`config.mk`:
```
export PLATFORM = sky130hd
export DESIGN_NAME = dram_pd_seq
export DESIGN_NICKNAME = d
export VERILOG_FILES = /design/src/rtl/dram_pd_seq.sv
export SDC_FILE = /design/constraint.sdc
export NUM_CORES = 1
export LEC_CHECK = 0
export BUFFER_PORTS_ARGS = -buffer_cell sky130_fd_sc_hd__buf_2
export CORE_MARGIN = 4
export CORE_UTILIZATION = 42
export CTS_CLUSTER_SIZE = 16
export DETAILED_ROUTE_END_ITERATION = 8
export PLACE_DENSITY = 0.84
export SLEW_MARGIN = 20
export SYNTH_ARGS = -nofsm -noshare
export SYNTH_HDL_FRONTEND = slang
export SYNTH_SLANG_ARGS = --single-unit
```
`constraint.sdc`:
```
create_clock -name clk -period 2.15 [get_ports clk]
set_clock_uncertainty 0.2 [all_clocks]
set_input_delay 0.1075 -clock clk [delete_from_list [all_inputs] [get_ports clk]]
set_output_delay 0.1075 -clock clk [all_outputs]
set_load 0.01 [all_outputs]
```
`src/rtl/dram_pd_seq.sv`:
```
module dram_pd_seq #(
  parameter int CS_N = 2,
  parameter int CMD_W = 4,
  parameter int TW = 8,
  parameter logic [CMD_W-1:0] PREA_CODE = CMD_W'(2)
) (
  input  logic             clk,
  input  logic             rst_n,
  input  logic             pd_req,
  input  logic             sr_exit_en,
  input  logic [TW-1:0]    t_rp,
  input  logic [TW-1:0]    t_cke_min,
  input  logic [TW-1:0]    t_exit,
  input  logic             burst_active,
  input  logic             q_valid,
  input  logic [CMD_W-1:0] q_cmd,
  input  logic [CS_N-1:0]  q_cs_n,
  output logic             q_ready,
  output logic             cmd_valid,
  output logic [CMD_W-1:0] cmd_code,
  output logic [CS_N-1:0]  cmd_cs_n,
  output logic             cke,
  output logic             in_pd,
  output logic             init_req,
  input  logic             init_done
);

  typedef enum logic [2:0] {
    S_IDLE, S_DRAIN, S_PREA, S_TRP, S_PD, S_XWAIT, S_REINIT
  } st_t;

  st_t st;
  logic [TW-1:0] cnt;
  logic cnt_last;

  assign cnt_last = (cnt <= TW'(1));

  always_ff @(posedge clk) begin
    if (!rst_n) begin
      st  <= S_IDLE;
      cnt <= '0;
    end else begin
      case (st)
        S_IDLE:
          if (pd_req) st <= burst_active ? S_DRAIN : S_PREA;
        S_DRAIN:
          if (!burst_active) st <= S_PREA;
        S_PREA: begin
          st  <= S_TRP;
          cnt <= t_rp;
        end
        S_TRP:
          if (cnt_last) begin
            st  <= S_PD;
            cnt <= t_cke_min;
          end else cnt <= cnt - TW'(1);
        S_PD:
          if (cnt_last && !pd_req) begin
            if (sr_exit_en) begin
              st  <= S_XWAIT;
              cnt <= t_exit;
            end else st <= S_REINIT;
          end else if (!cnt_last) cnt <= cnt - TW'(1);
        S_XWAIT:
          if (cnt_last) st <= S_IDLE;
          else cnt <= cnt - TW'(1);
        S_REINIT:
          if (init_done) st <= S_IDLE;
        default: st <= S_IDLE;
      endcase
    end
  end

  assign q_ready   = (st == S_IDLE) && !pd_req;
  assign cmd_valid = (q_ready && q_valid) || (st == S_PREA);
  assign cmd_code  = (st == S_PREA) ? PREA_CODE : q_cmd;
  assign cmd_cs_n  = (st == S_PREA) ? '0 : q_cs_n;
  assign cke       = (st != S_PD);
  assign in_pd     = (st == S_PD);
  assign init_req  = (st == S_REINIT);

endmodule

```
==> results.py, run 1 <==
metrics = {
    "run_status": {
        "status": "finished with violations",
        "violations": "hold timing, setup timing",
    },
    "placed_design": {
        "io_buffers": 47,
        "dp_hpwl_um": 2730,
        "gp_congestion": 0.945,
        "dpl_cell_area_mm2": 0.00142,
    },
    "die": {
        "core_mm2": 0.00230,
        "die_h_um": 58.1,
        "io-pin-count": 48,
        "row_count": 17,
        "die-area_mm2": 0.00338,
        "die_width_um": 58.1,
        "start_util": 0.459,
    },
    "sta": {
        "setup_viol": 7,
        "slew_violations": 0,
        "setup_slack_ns": -0.102,
        "final.period_utilization": 1.05,
        "tightest_slew_ns": 0.521,
        "rsz0062_at_grt": "true",
        "timing.hold.ws_ns": -0.00116,
        "hold_violations": 2,
        "fin_crit_ns": 2.25,
        "relSlewSlack": 0.653,
        "fmax_mhz": 444,
        "tns_ns": -0.278,
    },
    "logic_synthesis": {
        "seq_area_frac_synth": 0.209,
        "synth_seq_cells": 11,
        "ys_async_sr_fraction": 0,
        "yosysWarnings": 0,
        "synth_cells": 146,
        "synthFlopType": "dfxtp_1",
        "netlist_area_mm2": 0.00105,
        "mappedNetlistNets": 185,
        "synth_cell_types": 42,
        "synth_edf_count": 0,
        "avgSynthCellArea_um2": 7.22,
    },
    "worst_setup_path": {
        "path_max_fanout": 7,
        "cp_slowest_stage_delay_ns": 0.55,
        "arrival_ns": 2.19,
        "critical_path.cell_chain": "or4_4 -> or4_4 -> a221o_1 -> o211ai_1 -> a31oi_1",
        "crit_path_top_delay_cell": "or4_4",
        "crit_type": "reg2reg",
        "required_ns": 2.09,
        "start_kind": "flop",
        "cpMostUsedCell": "or4_4",
        "end_kind": "flop",
    },
    "clock_tree": {
        "htreeDepth": 1,
        "cts-root-buf": "clkbuf_4",
        "insertion_delay_ns": 0.28,
        "tritoncts": "built",
        "cts_buffer_depth": 2,
        "cts_sinks": 11,
        "path_clk_slew_ns": 0.08,
        "cts_made_buffers": 3,
    },
    "global_route": {
        "grt.total_usage": 0.224,
        "antenna_found_initial": 0,
        "grt_pass1_vias": 1313,
        "grt_pass1_wl_um": 5870,
        "grt_overflow": 0,
        "grt_max_degree": 17,
    },
    "power_and_ir_drop": {
        "powerDensity_mw_per_mm2": 1600,
        "power.leakage_uw": 0.000727,
        "p_sw_frac": 0.485,
        "power_uw": 2490,
        "vdd_ir_drop_max_mv": 0.991,
        "p_sw_uw": 1210,
        "pwr-share-seq": 0.156,
        "p_clk_frac": 0.063,
        "internal_power_uw": 1280,
        "pwr-share-comb": 0.782,
    },
    "routing": {
        "routedWlPerCell_um": 15.8,
        "drt_iter0_markers": 62,
        "first_pass_iters": 5,
        "vias": 1432,
        "drcViolationCount": 0,
        "routed_via_density": 5.89,
        "ant_nets": 0,
        "wl_um": 3850,
    },
    "hold_path": {
        "hold_class": "in2reg",
    },
    "job": {
        "cap_violations": 0,
    },
    "cells_and_area": {
        "final_common_cell": "buf_2",
        "syn_to_final_growth_pct": 47.3,
        "antennaDiodeCount": 0,
        "nets": 255,
        "stdcell_area_mm2": 0.00155,
        "fin_util": 0.676,
        "layout_common_cells": "buf_2 (47), buf_4 (20), nand2_1 (13), nand3_1 (10)",
        "drive_above_1_share": 0.381,
    },
}
-- state kept, by name, indices dropped and copies added, names as in the netlist --
name  cells
cnt       8
st        3
-- metal layers --
| metal | track usage | part of all wire |
|---|---|---|
| met1 | 0.268 | 0.37 |
| met2 | 0.371 | 0.49 |
| met3 | 0.0379 | 0.10 |
| met4 | 0.136 | 0.047 |
| met5 | 0 | 0 |
-- critical path: cells and delay by family (launching register included) --
family           cells  cell delay [ns]
AO/OA/AOI/OAI        3             0.49
flip-flops           1             0.33
AND/OR/NAND/NOR      2             1.07
-- cells in the mapped netlist (2+ instances only) --
library cell  number  area share
nand2b_1           3       0.018
inv_1              6       0.021
nor2_1             7       0.025
nand2_1           13       0.046
o22ai_1            2       0.012
a31oi_1            6       0.036
ha_1               2       0.024
nor4_1             2       0.012
nor2b_1            3       0.018
or3_1              3       0.018
nor3_1             3       0.014
o221ai_1           2       0.017
clkbuf_1           7       0.025
buf_2              2      0.0095
nand3_1           11       0.052
o21ai_0           13       0.062
and2_1             6       0.036
a221o_1            3       0.028
xor2_1             5       0.042
o211ai_1           5       0.036
dfxtp_1           11        0.21
a21oi_1            8       0.038
a2bb2oi_1          2       0.017
a22oi_1            3       0.021
-- logic make-up after synthesis --
| family | after synthesis | synth area share |
|---|---|---|
| DFF | 11 | 0.209 |
| adders and majority gates | 2 | 0.0237 |
| xor gates and xnor gates | 6 | 0.0498 |
| buffers and inverters | 16 | 0.0664 |
| AOI/OAI and AO/OA | 51 | 0.337 |
| muxes | 1 | 0.00949 |
| and+or+nand+nor | 59 | 0.305 |
-- power groups by stage --
stage                     logic [uW]  clock network [uW]  registers, uW
after detailed placement        1740                   0            386
final                           1950                 157            388
after global routing            2110                 170            398
after floorplan                 1190                   0            391
after CTS                       1780                 155            381
after global placement          1690                   0            378
-- repair_timing --
| item | in CTS | in global routing |
|---|---|---|
| hold buffers | 7 | 0 |
| pin swaps | 5 | 5 |
| resized for setup | 2 | 5 |
| buffers inserted | 1 | 2 |
| endpoints found under the setup margin | 7 | 11 |
| endpoints found under the hold margin | 6 | 0 |
-- area by class of cell --
cell class / count / area [um2]
Timing Repair Buffer: 75 / 467
Inverter: 6 / 22.5
Clock buffer: 4 / 26.3
Multi-Input combinational cell: 119 / 781
Sequential cell: 11 / 223
Tap cell: 28 / 35.0
Fill cell: 173 / 743
-- path summary, 6_finish.rpt --
check / start / end / slack (ns) / cells past startpoint
worst min-delay path: t_rp[6] / cnt[6] / -0.001 / 3
worst max register to register: cnt[3] / cnt[4] / -0.10 / 5
worst min register to register: cnt[7] / cnt[7] / 0.37 / 2
worst max-delay path: cnt[3] / cnt[4] / -0.10 / 5
-- metrics by stage --
step	cells	setup WS [ns]
global route	243	-0.135
floorplan	146	-0.0927
CTS	241	-0.0643
finish	243	-0.102
detailed placement	229	-0.151
global placement	229	-0.0718
No activity file was read; power rests on OpenSTA's default activity.
==> inputs of run 2 (changes only) <==
--- a/config.mk
+++ b/config.mk
@@ -6,10 +6,11 @@
 export NUM_CORES = 1
 export LEC_CHECK = 0
 export BUFFER_PORTS_ARGS = -buffer_cell sky130_fd_sc_hd__buf_2
-export CORE_MARGIN = 4
+export CORE_MARGIN = 2
 export CORE_UTILIZATION = 42
 export CTS_CLUSTER_SIZE = 16
 export DETAILED_ROUTE_END_ITERATION = 8
+export GPL_TIMING_DRIVEN = 0
 export PLACE_DENSITY = 0.84
 export SLEW_MARGIN = 20
 export SYNTH_ARGS = -nofsm -noshare
==> constraint.sdc (replaced) <==
create_clock -name clk -period 2.15 [get_ports clk]
set_clock_uncertainty 0.2 [all_clocks]
set_input_delay 0.215 -clock clk [delete_from_list [all_inputs] [get_ports clk]]
set_output_delay 0.215 -clock clk [all_outputs]
set_load 0.01 [all_outputs]
==> run 2 against run 1 <==
The run still ends with hold timing, setup timing left. Register-to-register slack improved by 0.02 ns. Clock power fell by 5%. Global-route usage increased by 1.7 points. Non-clock buffer count down 8. Combinational power rose by 12%. Routed wire length fell by 4.9%. Via count fell by 1.9%. Cell count down 2.5%. Sequential share of layout area grew 0.48 points. Die area down 13%. Count of clock-buffer cells in the layout is the same. Critical endpoint is now cnt[5]. Largest cell class unchanged. Largest power group unchanged.
==> results.py, run 2 (synthesis results as in run 1) <==
metrics = {
    "cells_and_area": {
        "final_common_cell": "buf_2",
        "syn_to_final_growth_pct": 45.8,
        "stdcell_area_mm2": 0.00154,
        "reg_top3": "cnt (8), st (3)",
        "antennaDiodeCount": 0,
        "drive_above_1_share": 0.401,
        "largest_register_ffs": 8,
        "fin_util": 0.632,
        "regMostFlops": "cnt",
        "layout_common_cells": "buf_2 (48), nand2_1 (12), nand3_1 (11), dfxtp_1 (7), buf_4 (7)",
        "nets": 247,
    },
    "global_route": {
        "grt_max_degree": 11,
        "grt.total_usage": 0.241,
        "grt_pass1_vias": 1161,
        "antenna_found_initial": 0,
        "grt_pass1_wl_um": 5090,
        "grt_overflow": 0,
    },
    "worst_setup_path": {
        "arrival_ns": 2.17,
        "required_ns": 2.09,
        "cp-startpoint": "cnt[0]",
        "end_kind": "flop",
        "start_kind": "flop",
        "crit_type": "reg2reg",
        "r2r_setup_slack_ns": -0.08,
        "path_max_fanout": 7,
        "r2r_start": "cnt[0]",
    },
    "sta": {
        "fin_crit_ns": 2.23,
        "rsz0062_at_grt": "true",
        "hold_violations": 1,
        "setup_viol": 9,
        "relSlewSlack": 0.526,
        "slew_violations": 0,
        "final.period_utilization": 1.04,
        "setup_slack_ns": -0.0800,
        "timing.hold.ws_ns": -0.00438,
        "fmax_mhz": 448,
        "tightest_slew_ns": 0.709,
    },
    "die": {
        "start_util": 0.434,
        "core_mm2": 0.00243,
        "die_width_um": 54.1,
        "row_count": 18,
        "die_h_um": 54.1,
        "io-pin-count": 48,
        "die-area_mm2": 0.00293,
    },
    "clock_tree": {
        "cts_buffer_depth": 2,
        "cts_made_buffers": 3,
        "htreeDepth": 1,
        "cts-root-buf": "clkbuf_4",
        "insertion_delay_ns": 0.27,
        "path_clk_slew_ns": 0.08,
        "cts_sinks": 11,
        "tritoncts": "built",
    },
    "run_status": {
        "violations": "hold timing, setup timing",
        "status": "finished with violations",
    },
    "routing": {
        "drt_iter0_markers": 59,
        "routed_via_density": 5.93,
        "wl_um": 3660,
        "ant_nets": 0,
        "routedWlPerCell_um": 15.5,
        "first_pass_iters": 4,
        "drcViolationCount": 0,
        "vias": 1405,
    },
    "placed_design": {
        "gp_congestion": 0.838,
        "dpl_cell_area_mm2": 0.00133,
        "io_buffers": 46,
        "dp_hpwl_um": 2360,
        "place_ws_ns": -0.431,
    },
    "power_and_ir_drop": {
        "power.leakage_uw": 0.000685,
        "power_uw": 2790,
        "powerDensity_mw_per_mm2": 1810,
        "vdd_ir_drop_max_mv": 1.03,
    },
    "hold_path": {
        "hold_start": "t_rp[4]",
        "hold_class": "in2reg",
    },
    "job": {
        "cap_violations": 0,
    },
}
[run 2: stage by stage]
step / setup TNS (ns) / cells
2_1_floorplan: -0.226 / 146
3_3_place_gp: -2.75 / 222
3_5_place_dp: -3.38 / 222
4_1_cts: -0.935 / 233
5_1_grt: -1.01 / 237
6_report: -0.324 / 237
[run 2: worst max-delay path, cell delays in order, from the launching register on]
cell and delay (ns):
dfxtp_2 0.37, inv_1 0.08, ha_1 0.27, nor2_4 0.08, or4_4 0.60, a221o_1 0.30
o21ai_1 0.10, a31oi_1 0.10
[run 2: layout make-up]
class | count | area (um2)
Fill cell | 208 | 895
Multi-Input combinational cell | 119 | 836
Clock buffer | 4 | 26.3
Timing Repair Buffer | 58 | 332
Sequential cell | 11 | 228
Buffer | 9 | 56.3
Tap cell | 30 | 37.5
Inverter | 6 | 22.5
[run 2: path summary, 6_finish.rpt]
path | end | cells after the start
worst min register to register | cnt[6] | 2
worst min-delay path | cnt[4] | 3
worst max register to register | cnt[5] | 7
worst max-delay path | cnt[5] | 7
[run 2: timing repair]
action / in CTS / in global routing
hold endpoints to repair: 0 / 1
setup buffers: 7 / 3
hold buffers: 0 / 1
setup endpoints to repair: 11 / 17
pin swaps: 8 / 7
cloned: 1 / 0
resized for setup: 16 / 18
[run 2: per-layer routing]
layer | share of wire | global-route usage
met2 | 0.47 | 0.394
met1 | 0.42 | 0.320
met5 | 0 | 0
met3 | 0.096 | 0.0361
met4 | 0.016 | 0.0875
[run 2: report_power, final]
part	internal (uW)	switching (uW)
logic	1040	1150
registers	304	144
clock network	71.7	76.9
